[src/rtl/cwf_pkg.sv]
package cwf_pkg;

  typedef enum logic [1:0] {
    ST_IDLE = 2'd0,
    ST_REQ  = 2'd1,
    ST_DATA = 2'd2
  } refill_state_e;

  // beats needed to move one line over a port of beat_bits
  function automatic int unsigned beats_in_line(input int unsigned line_bytes,
                                                input int unsigned beat_bits);
    return (line_bytes * 8) / beat_bits;
  endfunction

  // beat that holds a given word of the line
  function automatic int unsigned crit_slot(input int unsigned word_off,
                                            input int unsigned word_bits,
                                            input int unsigned beat_bits);
    return word_off / (beat_bits / word_bits);
  endfunction

  // position of the word inside its beat
  function automatic int unsigned lane_of(input int unsigned word_off,
                                          input int unsigned word_bits,
                                          input int unsigned beat_bits);
    return word_off % (beat_bits / word_bits);
  endfunction

  // slot written by the k-th beat of a burst wrapping from start (beats is a power of two)
  function automatic int unsigned wrap_slot(input int unsigned start,
                                            input int unsigned k,
                                            input int unsigned beats);
    return (start + k) & (beats - 1);
  endfunction

endpackage

[src/rtl/cwf_order_gen.sv]
module cwf_order_gen #(
  parameter int BEAT_IW = 3
) (
  input  logic               clk,
  input  logic               rst_n,
  input  logic               load,
  input  logic               step,
  input  logic [BEAT_IW-1:0] start,
  input  logic [BEAT_IW-1:0] last_idx,
  output logic [BEAT_IW-1:0] slot,
  output logic               last
);

  logic [BEAT_IW-1:0] beat_cnt;

  always_ff @(posedge clk or negedge rst_n) begin
    if (!rst_n) begin
      beat_cnt <= '0;
    end else if (load) begin
      beat_cnt <= '0;
    end else if (step) begin
      beat_cnt <= beat_cnt + 1'b1;
    end
  end

  assign slot = BEAT_IW'(cwf_pkg::wrap_slot(32'(start), 32'(beat_cnt), 32'(last_idx) + 1));
  assign last = (beat_cnt == last_idx);

endmodule

[src/rtl/cwf_fill_port.sv]
module cwf_fill_port #(
  parameter int MAX_BEATS = 8,
  parameter int BEAT_IW   = 3,
  parameter int DATA_W    = 128,
  parameter int NARROW_W  = 64
) (
  input  logic                 clk,
  input  logic                 rst_n,
  input  logic                 step,
  input  logic                 last,
  input  logic                 wide,
  input  logic [BEAT_IW-1:0]   slot,
  input  logic [DATA_W-1:0]    rdata,
  output logic [MAX_BEATS-1:0] fill_we,
  output logic [DATA_W-1:0]    fill_data,
  output logic                 line_done
);

  logic [MAX_BEATS-1:0] we_next;
  logic [DATA_W-1:0]    data_next;

  for (genvar i = 0; i < MAX_BEATS; i++) begin : g_slot_we
    assign we_next[i] = step && (slot == BEAT_IW'(i));
  end

  assign data_next = wide ? rdata : {{(DATA_W-NARROW_W){1'b0}}, rdata[NARROW_W-1:0]};

  always_ff @(posedge clk or negedge rst_n) begin
    if (!rst_n) begin
      fill_we   <= '0;
      fill_data <= '0;
      line_done <= 1'b0;
    end else begin
      fill_we   <= we_next;
      line_done <= step && last;
      if (step) begin
        fill_data <= data_next;
      end
    end
  end

endmodule

[src/rtl/cwf_cpu_fwd.sv]
module cwf_cpu_fwd #(
  parameter int DATA_W  = 128,
  parameter int WORD_W  = 64,
  parameter int LANE_IW = 1
) (
  input  logic               clk,
  input  logic               rst_n,
  input  logic               miss_fire,
  input  logic               fwd_fire,
  input  logic [LANE_IW-1:0] lane_idx,
  input  logic [DATA_W-1:0]  rdata,
  output logic               cpu_word_valid,
  output logic [WORD_W-1:0]  cpu_word,
  output logic               cpu_stall
);

  localparam int LANES = DATA_W / WORD_W;

  logic [WORD_W-1:0] lane_word [LANES];

  for (genvar j = 0; j < LANES; j++) begin : g_lane
    assign lane_word[j] = rdata[j*WORD_W +: WORD_W];
  end

  always_ff @(posedge clk or negedge rst_n) begin
    if (!rst_n) begin
      cpu_word_valid <= 1'b0;
      cpu_word       <= '0;
      cpu_stall      <= 1'b0;
    end else begin
      cpu_word_valid <= fwd_fire;
      if (fwd_fire) begin
        cpu_word <= lane_word[lane_idx];
      end
      if (miss_fire) begin
        cpu_stall <= 1'b1;
      end else if (fwd_fire) begin
        cpu_stall <= 1'b0;
      end
    end
  end

endmodule

[src/rtl/cwf_refill.sv]
module cwf_refill #(
  parameter int ADDR_W     = 32,
  parameter int LINE_BYTES = 64,
  parameter int NARROW_W   = 64,
  parameter int WIDE_W     = 128,
  parameter int WORD_W     = 64
) (
  input  logic                                    clk,
  input  logic                                    rst_n,
  input  logic                                    miss_valid,
  output logic                                    miss_ready,
  input  logic [ADDR_W-$clog2(WORD_W/8)-1:0]      miss_waddr,
  input  logic                                    mode_cwf,
  input  logic                                    wide_sel,
  output logic                                    mem_req_valid,
  input  logic                                    mem_req_ready,
  output logic [ADDR_W-1:0]                       mem_req_addr,
  input  logic                                    mem_rvalid,
  output logic                                    mem_rready,
  input  logic [WIDE_W-1:0]                       mem_rdata,
  output logic [(LINE_BYTES*8/NARROW_W)-1:0]      fill_we,
  output logic [WIDE_W-1:0]                       fill_data,
  output logic                                    line_done,
  output logic                                    cpu_stall,
  output logic                                    cpu_word_valid,
  output logic [WORD_W-1:0]                       cpu_word
);

  import cwf_pkg::*;

  localparam int WORD_SH   = $clog2(WORD_W / 8);
  localparam int OFF_W     = $clog2(LINE_BYTES);
  localparam int WOFF_W    = OFF_W - WORD_SH;
  localparam int WADDR_W   = ADDR_W - WORD_SH;
  localparam int NB        = beats_in_line(LINE_BYTES, NARROW_W);
  localparam int WB        = beats_in_line(LINE_BYTES, WIDE_W);
  localparam int MAX_BEATS = NB;
  localparam int BEAT_IW   = $clog2(MAX_BEATS);
  localparam int NSH       = $clog2(NARROW_W / 8);
  localparam int WSH       = $clog2(WIDE_W / 8);
  localparam int LANES     = WIDE_W / WORD_W;
  localparam int LANE_IW   = (LANES > 1) ? $clog2(LANES) : 1;

  refill_state_e state;

  logic [WADDR_W-WOFF_W-1:0] cap_line;
  logic [WOFF_W-1:0]         cap_woff;
  logic                      cap_mode;
  logic                      cap_wide;

  // named events for the checker
  logic                miss_fire;
  logic                beat_fire;
  logic                crit_hit;
  logic                last_beat;
  logic [BEAT_IW-1:0]  cur_slot;

  logic [BEAT_IW-1:0]  crit_n, crit_w, crit_beat;
  logic [BEAT_IW-1:0]  start_beat, last_idx;
  logic [OFF_W-1:0]    req_off;
  logic [LANE_IW-1:0]  lane_n, lane_w, lane_idx;

  assign miss_ready    = (state == ST_IDLE);
  assign miss_fire     = miss_valid && miss_ready;
  assign mem_req_valid = (state == ST_REQ);
  assign mem_rready    = (state == ST_DATA);
  assign beat_fire     = mem_rvalid && mem_rready;

  // critical beat and lane for both beat widths, then pick the active one
  assign crit_n    = BEAT_IW'(crit_slot(32'(cap_woff), WORD_W, NARROW_W));
  assign crit_w    = BEAT_IW'(crit_slot(32'(cap_woff), WORD_W, WIDE_W));
  assign crit_beat = cap_wide ? crit_w : crit_n;
  assign lane_n    = LANE_IW'(lane_of(32'(cap_woff), WORD_W, NARROW_W));
  assign lane_w    = LANE_IW'(lane_of(32'(cap_woff), WORD_W, WIDE_W));
  assign lane_idx  = cap_wide ? lane_w : lane_n;

  assign last_idx   = cap_wide ? BEAT_IW'(WB - 1) : BEAT_IW'(NB - 1);
  assign start_beat = cap_mode ? crit_beat : '0;
  assign req_off    = cap_wide ? OFF_W'(32'(start_beat) << WSH)
                               : OFF_W'(32'(start_beat) << NSH);
  assign mem_req_addr = {cap_line, req_off};

  assign crit_hit = (cur_slot == crit_beat);

  always_ff @(posedge clk or negedge rst_n) begin
    if (!rst_n) begin
      state    <= ST_IDLE;
      cap_line <= '0;
      cap_woff <= '0;
      cap_mode <= 1'b0;
      cap_wide <= 1'b0;
    end else begin
      case (state)
        ST_IDLE: begin
          if (miss_valid) begin
            state    <= ST_REQ;
            cap_line <= miss_waddr[WADDR_W-1:WOFF_W];
            cap_woff <= miss_waddr[WOFF_W-1:0];
            cap_mode <= mode_cwf;
            cap_wide <= wide_sel;
          end
        end
        ST_REQ: begin
          if (mem_req_ready) begin
            state <= ST_DATA;
          end
        end
        ST_DATA: begin
          if (beat_fire && last_beat) begin
            state <= ST_IDLE;
          end
        end
        default: state <= ST_IDLE;
      endcase
    end
  end

  cwf_order_gen #(
    .BEAT_IW (BEAT_IW)
  ) u_order (
    .clk      (clk),
    .rst_n    (rst_n),
    .load     (miss_fire),
    .step     (beat_fire),
    .start    (start_beat),
    .last_idx (last_idx),
    .slot     (cur_slot),
    .last     (last_beat)
  );

  cwf_fill_port #(
    .MAX_BEATS (MAX_BEATS),
    .BEAT_IW   (BEAT_IW),
    .DATA_W    (WIDE_W),
    .NARROW_W  (NARROW_W)
  ) u_fill (
    .clk       (clk),
    .rst_n     (rst_n),
    .step      (beat_fire),
    .last      (last_beat),
    .wide      (cap_wide),
    .slot      (cur_slot),
    .rdata     (mem_rdata),
    .fill_we   (fill_we),
    .fill_data (fill_data),
    .line_done (line_done)
  );

  cwf_cpu_fwd #(
    .DATA_W  (WIDE_W),
    .WORD_W  (WORD_W),
    .LANE_IW (LANE_IW)
  ) u_fwd (
    .clk            (clk),
    .rst_n          (rst_n),
    .miss_fire      (miss_fire),
    .fwd_fire       (beat_fire && crit_hit),
    .lane_idx       (lane_idx),
    .rdata          (mem_rdata),
    .cpu_word_valid (cpu_word_valid),
    .cpu_word       (cpu_word),
    .cpu_stall      (cpu_stall)
  );

endmodule

[config.mk]
export PLATFORM = sky130hd
export DESIGN_NAME = cwf_refill
export DESIGN_NICKNAME = d
export VERILOG_FILES = /design/src/rtl/cwf_pkg.sv /design/src/rtl/cwf_order_gen.sv /design/src/rtl/cwf_fill_port.sv /design/src/rtl/cwf_cpu_fwd.sv /design/src/rtl/cwf_refill.sv
export SDC_FILE = /design/constraint.sdc
export NUM_CORES = 1
export LEC_CHECK = 0
export ABC_AREA = 1
export ABC_CLOCK_PERIOD_IN_PS = 2500
export BUFFER_PORTS_ARGS = -buffer_cell sky130_fd_sc_hd__buf_2
export CORE_ASPECT_RATIO = 1.25
export CORE_MARGIN = 4
export CORE_UTILIZATION = 40
export DETAILED_ROUTE_END_ITERATION = 6
export GPL_TIMING_DRIVEN = 1
export HOLD_SLACK_MARGIN = 0.06
export PLACE_DENSITY = 0.77
export SYNTH_ARGS = -nofsm -noshare
export SYNTH_HDL_FRONTEND = slang
export SYNTH_SLANG_ARGS = --single-unit
[constraint.sdc]
create_clock -name clk -period 2.5 [get_ports clk]
set_input_delay 0.375 -clock clk [delete_from_list [all_inputs] [get_ports clk]]
set_output_delay 0.375 -clock clk [all_outputs]
set_load 0.01 [all_outputs]
==> flow_summary_export.csv, run 1 <==
group,metric,value,unit
run_status,outcome,"completed",
setup_path,cp-start-kind,"flip-flop",
synth,synth_area_leader_cell,"dfrtp_1",
synth,synth-compound-area-share,7.51,%
sta,slew_viol_final,0,
sta,clock_skew,0.0143,ns
finish,nets,1795,
synth,yosys.area.top_type_share,58.2,%
finish,final_common_cell,"nand2_1",
finish,area_growth,38.3,%
finish,fin_cells,1981,
drt,wl_per_cell,17.8,um
finish,final_area,14200,um^2
synth,synth.mux.area_fraction,0,%
global_route,overflow,0,
drt,final_antenna_net_count,0,
clock_tree,clkSinkCount,239,
setup_path,slowest_stage,"fa_2",
placed_design,port_buffers,398,
global_route,grt_max_degree,77,
setup_path,cp_data_arrival_time,2.88,ns
finish,drive_gt1_share,31.3,%
synth,synth-simple-area-share,26.5,%
clock_tree,htreeDepth,1,
drt,viasPerCell,5.05,
placed_design,placed_area,12700,um^2
floorplan,dieArea,28400,um^2
sta,hold_viol,0,
synth,synth_top_family_by_area,"simple AND/OR/NAND/NOR gates",
setup_path,slowest_delay,0.55,ns
floorplan,placementRows,65,
sta,finalCritPeriodShare,99.2,%
synth,yosysSeqAreaShare,58.2,%
sta,setup_viol,0,
placed_design,pre_cts_slack,-0.0843,ns
sta,slew_headroom,58.1,%
synth,synthTopCellsByArea,"dfrtp_1 58%, nand2_1 18%, nand4_1 3.9%",
clock_tree,cts_root_buf,"clkbuf_16",
drt,first_pass_iters,5,
synth,synth.distinct_cells,27,
clock_tree,clk_latency,0.52,ns
synth,yosysWarnings,0,
sta,fin_crit,2.48,ns
setup_path,cp_top_family,"adder cells",
worst_hold_path,min_path_type,"in2reg",
synth,synth_xor_area_share,0,%
placed_design,place_congestion,0.842,
sta,rsz0062_at_grt,"true",
drt,via_count,10000,
synth,synth_cells,1209,
setup_path,crit_type,"reg2reg",
power,ir_worst_vdd,993,uV
power,power_density,1210,nW/um^2
floorplan,die_h,187,um
setup_path,crit_buf_inv,5,
synth,synth.cell_area,10300,um^2
synth,avgSynthCellArea,8.50,um^2
clock_tree,cts_tree,"yes",
sta,tightest_slew,0.629,ns
sta,max_freq,403,MHz
sta,timing.hold.ws,0.0860,ns
floorplan,coreArea,25300,um^2
clock_tree,cts_inserted_buffers,25,
clock_tree,clk_pin_slew_worst_paths,0.06,ns
synth,yosys_register_bits,239,
placed_design,placedCellCount,1890,
power,power,17.2,mW
floorplan,initial_utilization,40.7,%
drt,drc,0,
global_route,grt_pass1_wl,53600,um
setup_path,endpoint_kind,"flip-flop",
global_route,antenna_found_initial,2,
drt,routed_wl,35200,um
floorplan,die_w,151,um
setup_path,reg2reg_slack,0.02,ns
synth,synthAdderAreaFrac,0.438,%
finish,mostFrequentLayoutCells,"472 x nand2_1, 397 x buf_2, 238 x dfrtp_1, 75 x inv_1, 69 x o21ai_0",
global_route,gr-usage-all-layers,23.6,%
placed_design,hpwl,23800,um
global_route,grt_pass1_vias,9937,
clock_tree,clk_path_buf_depth,3,
flow_run,maxCapViolations,0,
setup_path,path_max_fanout,17,
floorplan,pin_count,402,
power,p_leak,8.16,nW
setup_path,critical_path_required,2.90,ns
sta,final.setup.worst_slack,0.0194,ns
setup_path,path_cells,"inv_4 -> nand2_4 -> a21oi_2 -> ha_2 -> inv_2 -> fa_2 -> inv_2 -> nand3_2 -> nand3_2 -> nor2_4 -> nand3_4 -> buf_4 -> buf_12 -> nand2_1 -> nand2_1",
drt,drtIter0Drc,651,
==> state kept, by name (all words and copies together), names as in the netlist <==
register	cells
u_fill.line_done	1
u_fill.fill_data	128
state	2
cap_wide	1
u_fwd.cpu_stall	1
cap_woff	3
cap_mode	1
u_order.beat_cnt	3
u_fill.fill_we	8
u_fwd.cpu_word	64
cap_line	26
u_fwd.cpu_word_valid	1
==> area by class of cell <==
type,instances,area [um^2]
fill,2256,11100
clock buffer,33,706
sequential,239,5980
timing repair buffer,477,3010
clock inverter,11,139
antenna,1,2.50
tap,335,419
inverter,80,308
multi-input combinational,805,3650
==> Yosys cell counts <==
master,n
nand3_1,50
dfrtp_1,239
ha_1,2
o21ai_0,69
and3_1,3
nand4_1,64
buf_1,7
buf_4,11
nor4_1,3
buf_8,1
nand2_2,2
clkbuf_1,35
inv_4,1
fa_1,1
nand3_2,2
o31ai_1,23
a21oi_1,48
o22ai_1,1
o21a_1,1
inv_1,77
conb_1,1
buf_6,5
nor2_1,50
buf_2,28
nand2_1,481
nor2_2,2
inv_2,2
==> cells by family after synthesis <==
family,after synthesis
DFF,239
buffers and inverters,167
and+or+nand+nor,657
adders and majority gates,3
other,1
AOI/OAI and AO/OA,142
==> worst paths after layout <==
kind	cells past startpoint	endpoint	startpoint
max	15	u_fwd.cpu_word[15]$_DFFE_PN0P_	cap_wide$_DFFE_PN0P_
min	3	u_fill.fill_data[54]$_DFFE_PN0P_	mem_rdata[54]
max reg2reg	15	u_fwd.cpu_word[15]$_DFFE_PN0P_	cap_wide$_DFFE_PN0P_
min reg2reg	2	u_fwd.cpu_word[38]$_DFFE_PN0P_	u_fwd.cpu_word[38]$_DFFE_PN0P_
max in group asynchronous	3	u_fill.fill_data[82]$_DFFE_PN0P_	rst_n
min in group asynchronous	2	u_fill.fill_data[49]$_DFFE_PN0P_	rst_n
==> what timing repair did <==
action / CTS / global route
hold buffers: 31 / 0
pin swaps: 3 / 2
endpoints found under the hold margin: 99 / 0
setup endpoints to repair: 65 / 67
gates cloned: 3 / 3
gates resized for setup: 8 / 19
setup buffers: 6 / 3
==> power by group <==
group	leakage [nW]	switching (mW)	total (mW)	internal (mW)
sequential	3.06	0.889	6.30	5.41
combinational	4.68	4.44	7.11	2.67
clock	0.420	1.54	3.83	2.29
==> routing by layer <==
layer  GRT usage, %  part of all wire, %  wire length, um  up-vias
met5              0                0.020                7        -
met4           7.89                  3.5             1230        2
met2           41.4                   51            17800      489
met3           4.46                  8.3             2930       79
met1           29.0                   38            13200     4721
li1               -                    -                -     4709
==> tightest hold or removal path, stage by stage <==
cell and delay [ns]:
buf_2 0.09, nand2_1 0.05, nand2_1 0.05
==> through the flow <==
stage               TNS (ns)  utilization [%]
finish                     0             56.2
global route           -2.43             56.2
CTS                   -0.221             55.5
detailed placement     -3.99             50.4
global placement           0             50.4
floorplan                  0                -
(Power assumes the default switching activity.)
==> run 2: changes to the inputs <==
--- a/config.mk
+++ b/config.mk
@@ -8,7 +8,6 @@
 export ABC_AREA = 1
 export ABC_CLOCK_PERIOD_IN_PS = 2500
 export BUFFER_PORTS_ARGS = -buffer_cell sky130_fd_sc_hd__buf_2
-export CORE_ASPECT_RATIO = 1.25
 export CORE_MARGIN = 4
 export CORE_UTILIZATION = 40
 export DETAILED_ROUTE_END_ITERATION = 6
==> constraint.sdc (replaced) <==
create_clock -name clk -period 2.5 [get_ports clk]
set_input_delay 0.375 -clock clk [delete_from_list [all_inputs] [get_ports clk]]
set_output_delay 0.375 -clock clk [all_outputs]
set_load 0.05 [all_outputs]
==> run 2 against run 1 <==
Cell count is 0.20% higher. Combinational power is 66% higher. Highest routed layer is now met4. Clock skew is 0.0026 ns lower. Routed wire length is 2.0% higher. Non-clock buffer count is 7 higher. Setup slack worse by 0.0041 ns. Fmax is 0.16% lower. Sequential share of layout area is 0.51 points lower. Design area is 1.2% higher. Count of clock-buffer cells in the layout is 5 higher. Power is 29% higher.
==> flow_summary_export.csv, run 2 (same netlist as run 1, synthesis figures left out) <==
group,metric,value,unit
run_status,outcome,"completed",
sta,slew_viol_final,0,
sta,fin_crit,2.48,ns
finish,final_common_cell,"nand2_1",
setup_path,path_cells,"inv_4 -> nand2_4 -> a21oi_2 -> ha_2 -> inv_2 -> fa_2 -> inv_2 -> nand3_2 -> nand3_2 -> nor2_4 -> nand3_4 -> buf_12 -> clkbuf_16 -> nand2_1 -> nand2_1",
power,power_density,1540,nW/um^2
clock_tree,cts_inserted_buffers,26,
drt,first_pass_iters,5,
setup_path,endpoint_kind,"flip-flop",
finish,largestRegisters,"u_fill.fill_data x128, u_fwd.cpu_word x64, cap_line x26",
setup_path,crit_type,"reg2reg",
floorplan,pin_count,402,
worst_hold_path,min_from,"miss_waddr[19]",
setup_path,slowest_delay,0.56,ns
flow_run,maxCapViolations,0,
clock_tree,htreeDepth,1,
drt,viasPerCell,5.18,
finish,drive_gt1_share,32.7,%
drt,routed_wl,35900,um
sta,max_freq,402,MHz
global_route,grt_pass1_vias,10000,
global_route,antenna_found_initial,0,
sta,finalCritPeriodShare,99.4,%
sta,final.setup.tns,0,ns
floorplan,dieArea,28300,um^2
setup_path,reg2reg_slack,0.02,ns
sta,rsz0062_at_grt,"true",
clock_tree,clk_path_buf_depth,3,
placed_design,hpwl,23700,um
worst_hold_path,min_path_type,"in2reg",
floorplan,coreArea,25300,um^2
sta,setup_viol,0,
setup_path,path_max_fanout,6,
worst_hold_path,holdPathEnd,"cap_line[16]$_DFFE_PN0P_",
finish,area_growth,40.0,%
setup_path,cp-start-kind,"flip-flop",
power,power,22.2,mW
finish,final_area,14400,um^2
clock_tree,clk_latency,0.52,ns
clock_tree,cts_root_buf,"clkbuf_16",
drt,via_count,10300,
sta,timing.hold.ws,0.0824,ns
drt,drtIter0Drc,979,
setup_path,reg2reg_depth,15,
setup_path,crit-reg2reg-capture,"u_fwd.cpu_word[12]$_DFFE_PN0P_",
setup_path,critical_path_required,2.91,ns
clock_tree,clkSinkCount,239,
drt,wl_per_cell,18.1,um
finish,diodes,0,
global_route,overflow,0,
clock_tree,clk_pin_slew_worst_paths,0.06,ns
floorplan,die_w,168,um
floorplan,die_h,168,um
setup_path,cp_top_family,"adder cells",
setup_path,cp_data_arrival_time,2.90,ns
placed_design,port_buffers,398,
sta,hold_viol,0,
worst_hold_path,hold_path_depth,3,
floorplan,placementRows,58,
finish,regMostFlops,"u_fill.fill_data",
power,p_leak,8.23,nW
global_route,grt_pass1_wl,55100,um
placed_design,place_congestion,0.888,
setup_path,slowest_stage,"fa_2",
sta,tightest_slew,0.673,ns
finish,nets,1803,
global_route,grt_max_degree,96,
placed_design,placed_area,12700,um^2
power,ir_worst_vdd,1320,uV
drt,drc,0,
sta,clock_skew,0.0117,ns
finish,largest_reg_flops,128,
sta,slew_headroom,55.1,%
global_route,gr-usage-all-layers,24.0,%
clock_tree,cts_tree,"yes",
drt,final_antenna_net_count,0,
finish,mostFrequentLayoutCells,"447 x nand2_1, 397 x buf_2, 238 x dfrtp_1, 75 x inv_1, 69 x o21ai_0",
setup_path,r2r-start,"cap_wide$_DFFE_PN0P_",
floorplan,initial_utilization,40.7,%
setup_path,crit_buf_inv,5,
run 2: changes by cell type in the layout (fill, tap and decap cells not counted), moves of 2 or more:
cell,change
clkbuf_16,+2
clkbuf_8,+2
buf_4,+3
buf_16,-2
nand2_2,+17
nand2_1,-25
nand2_4,+8
dlygate4sd3_1,+7
clkinv_2,-2
run 2: stage by stage:
step / util, % / cells / setup WS [ns]
floorplan: - / 1211 / 0.0532
global placement: 50.4 / 1886 / 0.0478
detailed placement: 50.4 / 1886 / -0.0603
CTS: 56.1 / 1979 / -0.0107
global route: 57.0 / 1985 / -0.108
finish: 57.0 / 1985 / 0.0154
run 2: report_power, final:
part / total, mW / switching (mW) / internal (mW) / leakage [nW]
registers: 6.36 / 0.945 / 5.41 / 3.06
logic: 11.8 / 9.10 / 2.71 / 4.72
clock network: 3.99 / 1.60 / 2.39 / 0.446
total: 22.2 / 11.6 / 10.5 / 8.23
run 2: timing repair:
action,CTS,global route
endpoints found under the hold margin,112,0
gates cloned,3,4
gates resized for setup,10,44
pin swaps,6,6
setup endpoints to repair,53,67
buffers inserted,7,2
hold buffers,38,0
run 2: final cells by class:
type                            count  area, um^2
Timing Repair Buffer              484        3040
Inverter                           80         308
Fill cell                        2171       10900
Clock buffer                       38         787
Multi-Input combinational cell    805        3750
Clock inverter                      9         109
Tap cell                          330         413
Sequential cell                   239        5980
run 2: how the worst max path moves through the flow:
stage / startpoint / to / slack [ns] / depth (start not counted)
after global routing: cap_wide$_DFFE_PN0P_ / u_fwd.cpu_word[20]$_DFFE_PN0P_ / -0.11 / 15
final: cap_wide$_DFFE_PN0P_ / u_fwd.cpu_word[12]$_DFFE_PN0P_ / 0.02 / 15
after global placement: cap_wide$_DFFE_PN0P_ / u_fwd.cpu_word[11]$_DFFE_PN0P_ / 0.05 / 16
after CTS: cap_wide$_DFFE_PN0P_ / u_fwd.cpu_word[30]$_DFFE_PN0P_ / -0.01 / 15
after detailed placement: cap_wide$_DFFE_PN0P_ / u_fwd.cpu_word[23]$_DFFE_PN0P_ / -0.06 / 16
after floorplan: cap_wide$_DFFE_PN0P_ / u_fwd.cpu_word[10]$_DFFE_PN0P_ / 0.05 / 16
run 2: routing by layer:
layer / up-vias / wire (um) / global-route usage, %
li1: 4732 / - / -
met1: 4862 / 13800 / 30.4
met2: 595 / 17100 / 40.0
met3: 84 / 3860 / 6.72
met4: 0 / 1130 / 7.55
met5: - / 0 / 0
run 2: tightest hold or removal path: stages:
cell and delay, ns:
buf_2 0.09, nand2_1 0.05, nand2_1 0.05
==> run 3: changes to the inputs <==
--- a/config.mk
+++ b/config.mk
@@ -5,7 +5,6 @@
 export SDC_FILE = /design/constraint.sdc
 export NUM_CORES = 1
 export LEC_CHECK = 0
-export ABC_AREA = 1
 export ABC_CLOCK_PERIOD_IN_PS = 2500
 export BUFFER_PORTS_ARGS = -buffer_cell sky130_fd_sc_hd__buf_2
 export CORE_MARGIN = 4
@@ -13,7 +12,7 @@
 export DETAILED_ROUTE_END_ITERATION = 6
 export GPL_TIMING_DRIVEN = 1
 export HOLD_SLACK_MARGIN = 0.06
-export PLACE_DENSITY = 0.77
+export PLACE_DENSITY = 0.78
 export SYNTH_ARGS = -nofsm -noshare
 export SYNTH_HDL_FRONTEND = slang
 export SYNTH_SLANG_ARGS = --single-unit
==> run 3 against run 2 <==
The flow now finishes with violations (setup timing). Clock power down 12%. Clock skew grew 0.0038 ns. Critical path depth shrank 4. Setup slack got worse by 0.17 ns. Synthesized cell count down 20%. Routed wire length fell by 11%. First-iteration DRC count shrank 32%. Global-route usage shrank 1.8 points. Via count fell by 14%.
==> flow_summary_export.csv, run 3 <==
group,metric,value,unit
clock_tree,clkSinkCount,239,
synth,postSynth.asyncResetShare,100,%
clock_tree,cts_inserted_buffers,25,
power,power_density,1520,nW/um^2
global_route,grt_pass1_vias,9302,
power,power,21.7,mW
synth,yosysWarnings,0,
drt,via_count,8852,
synth,synthFlopType,"dfrtp_1",
sta,final.setup.worst_slack,-0.151,ns
drt,routed_wl,31900,um
sta,finalCritPeriodShare,106,%
synth,synth.cell_area,10100,um^2
sta,rsz0062_at_grt,"true",
clock_tree,cts_root_buf,"clkbuf_16",
drt,final_antenna_net_count,0,
synth,yosysMostFrequentCell,"nand2_1",
sta,slew_headroom,45.9,%
sta,setup_viol,64,
clock_tree,clk_latency,0.51,ns
setup_path,cp-start-kind,"flip-flop",
finish,utilization,58.0,%
floorplan,coreArea,24600,um^2
setup_path,cp_data_arrival_time,3.05,ns
floorplan,initial_utilization,41.1,%
setup_path,reg2reg_slack,-0.15,ns
sta,fin_crit,2.65,ns
finish,multi_input_comb_area,3890,um^2
run_status,violations,"setup timing",
finish,area_growth,41.0,%
power,ir_worst_vdd,891,uV
drt,drtIter0Drc,661,
setup_path,critical_path_required,2.90,ns
synth,synth_common_cells,"421 x nand2_1, 239 x dfrtp_1, 88 x mux2_2, 66 x nand3_1, 44 x clkbuf_1",
floorplan,pin_count,402,
clock_tree,clk_path_buf_depth,3,
synth,yosys_register_bits,239,
finish,final_common_cell,"nand2_1",
clock_tree,clk_pin_slew_worst_paths,0.06,ns
synth,synthTopCellsByArea,"dfrtp_1 59%, nand2_1 16%, mux2_2 9.8%",
power,p_leak,7.89,nW
floorplan,die_h,167,um
global_route,grt_pass1_wl,50700,um
drt,viasPerCell,4.97,
synth,synth_cells,967,
floorplan,dieArea,27900,um^2
global_route,overflow,0,
synth,synth_area_leader_cell,"dfrtp_1",
sta,slew_viol_final,0,
setup_path,endpoint_kind,"flip-flop",
synth,synth.distinct_cells,31,
run_status,outcome,"finished, violations left",
synth,avgSynthCellArea,10.5,um^2
flow_run,maxCapViolations,0,
synth,yosysSeqAreaShare,59.1,%
placed_design,hpwl,21100,um
clock_tree,htreeDepth,1,
finish,regMostFlops,"u_fill.fill_data",
finish,largestRegisters,"u_fill.fill_data x128, u_fwd.cpu_word x64, cap_line x26",
sta,final.setup.tns,-7.47,ns
drt,first_pass_iters,5,
synth,yosys.area.top_type_share,59.1,%
sta,clock_skew,0.0155,ns
sta,hold_viol,0,
sta,tightest_slew,0.811,ns
finish,diodes,0,
finish,final.fill_count,1979,
floorplan,die_w,167,um
finish,drive_gt1_share,41.4,%
floorplan,placementRows,57,
finish,largest_reg_flops,128,
finish,nets,1606,
placed_design,port_buffers,398,
global_route,gr-usage-all-layers,22.1,%
finish,regArea,5980,um^2
setup_path,path_max_fanout,14,
placed_design,place_congestion,0.870,
global_route,antenna_found_initial,0,
drt,drc,0,
drt,wl_per_cell,17.9,um
clock_tree,cts_tree,"yes",
synth,synth_edf_count,0,
sta,max_freq,377,MHz
worst_hold_path,min_path_type,"in2reg",
finish,mostFrequentLayoutCells,"420 x nand2_1, 397 x buf_2, 238 x dfrtp_1, 86 x mux2_2, 70 x dlygate4sd3_1",
setup_path,crit_type,"reg2reg",
global_route,grt_max_degree,133,
## run 3: metal layers
metal	up-vias	track usage (%)	wire (um)
met5	-	0	0
met2	402	38.2	15900
li1	4059	-	-
met3	87	4.84	2430
met1	4304	27.3	12300
met4	0	8.32	1260
## run 3: power by group
part	total [mW]	internal, mW	switching, mW
registers	6.36	5.48	0.883
clock network	3.51	2.01	1.50
logic	11.8	3.22	8.63
## run 3: logic make-up (layout without fill, tap and decap cells)
group	Yosys count	count (layout)	synth area share, %
compound gates	5	5	0.284
xor+xnor	7	7	0.606
fa+ha+maj	3	3	0.445
buf+inv	66	553	3.03
flops	239	239	59.1
mux	131	131	16.0
other cells	1	3	0.0370
simple gates	515	515	20.5
## run 3: worst paths after layout
path	end	cells after the start	startpoint
worst max-delay path	u_fwd.cpu_word[13]$_DFFE_PN0P_	11	cap_wide$_DFFE_PN0P_
worst min-delay path	u_fill.fill_data[49]$_DFFE_PN0P_	3	mem_rdata[49]
worst max register to register	u_fwd.cpu_word[13]$_DFFE_PN0P_	11	cap_wide$_DFFE_PN0P_
worst min register to register	u_fill.fill_data[118]$_DFFE_PN0P_	2	u_fill.fill_data[118]$_DFFE_PN0P_
max in group asynchronous	u_fill.fill_data[4]$_DFFE_PN0P_	3	rst_n
min in group asynchronous	cap_line[2]$_DFFE_PN0P_	2	rst_n
## run 3: through the flow
| step | instance area (um^2) | hold WS [ns] | setup WS (ns) | std cells |
|---|---|---|---|---|
| after floorplan | 10200 | 0.0794 | -0.0687 | 969 |
| after global placement | 12600 | 0.329 | -0.207 | 1658 |
| after detailed placement | 12600 | 0.335 | -0.238 | 1658 |
| after CTS | 14300 | 0.0601 | -0.163 | 1779 |
| after global routing | 14300 | 0.0713 | -0.312 | 1780 |
| final | 14300 | 0.0743 | -0.151 | 1780 |
## run 3: final cells by class
type / instances / area share (%)
Sequential cell: 239 / 41.9
Multi-Input combinational cell: 664 / 27.3
Timing Repair Buffer: 504 / 22.5
Clock buffer: 37 / 4.84
Tap cell: 324 / 2.84
Clock inverter: 7 / 0.465
Inverter: 5 / 0.131
## run 3: critical path: stages (launching register included)
cell     delay, ns
dfrtp_2       0.40
mux2i_1       0.14
nor2b_1       0.13
ha_1          0.15
inv_1         0.05
fa_2          0.38
xnor2_4       0.17
mux2i_1       0.19
and4_4        0.27
buf_12        0.15
buf_16        0.18
mux2_4        0.31
## run 3: what timing repair did
action | CTS | global route
setup endpoints to repair | 65 | 65
gates resized for setup | 10 | 0
hold buffers | 69 | 1
cloned | 4 | 0
pin swaps | 2 | 0
setup buffers | 4 | 0
endpoints found under the hold margin | 115 | 1
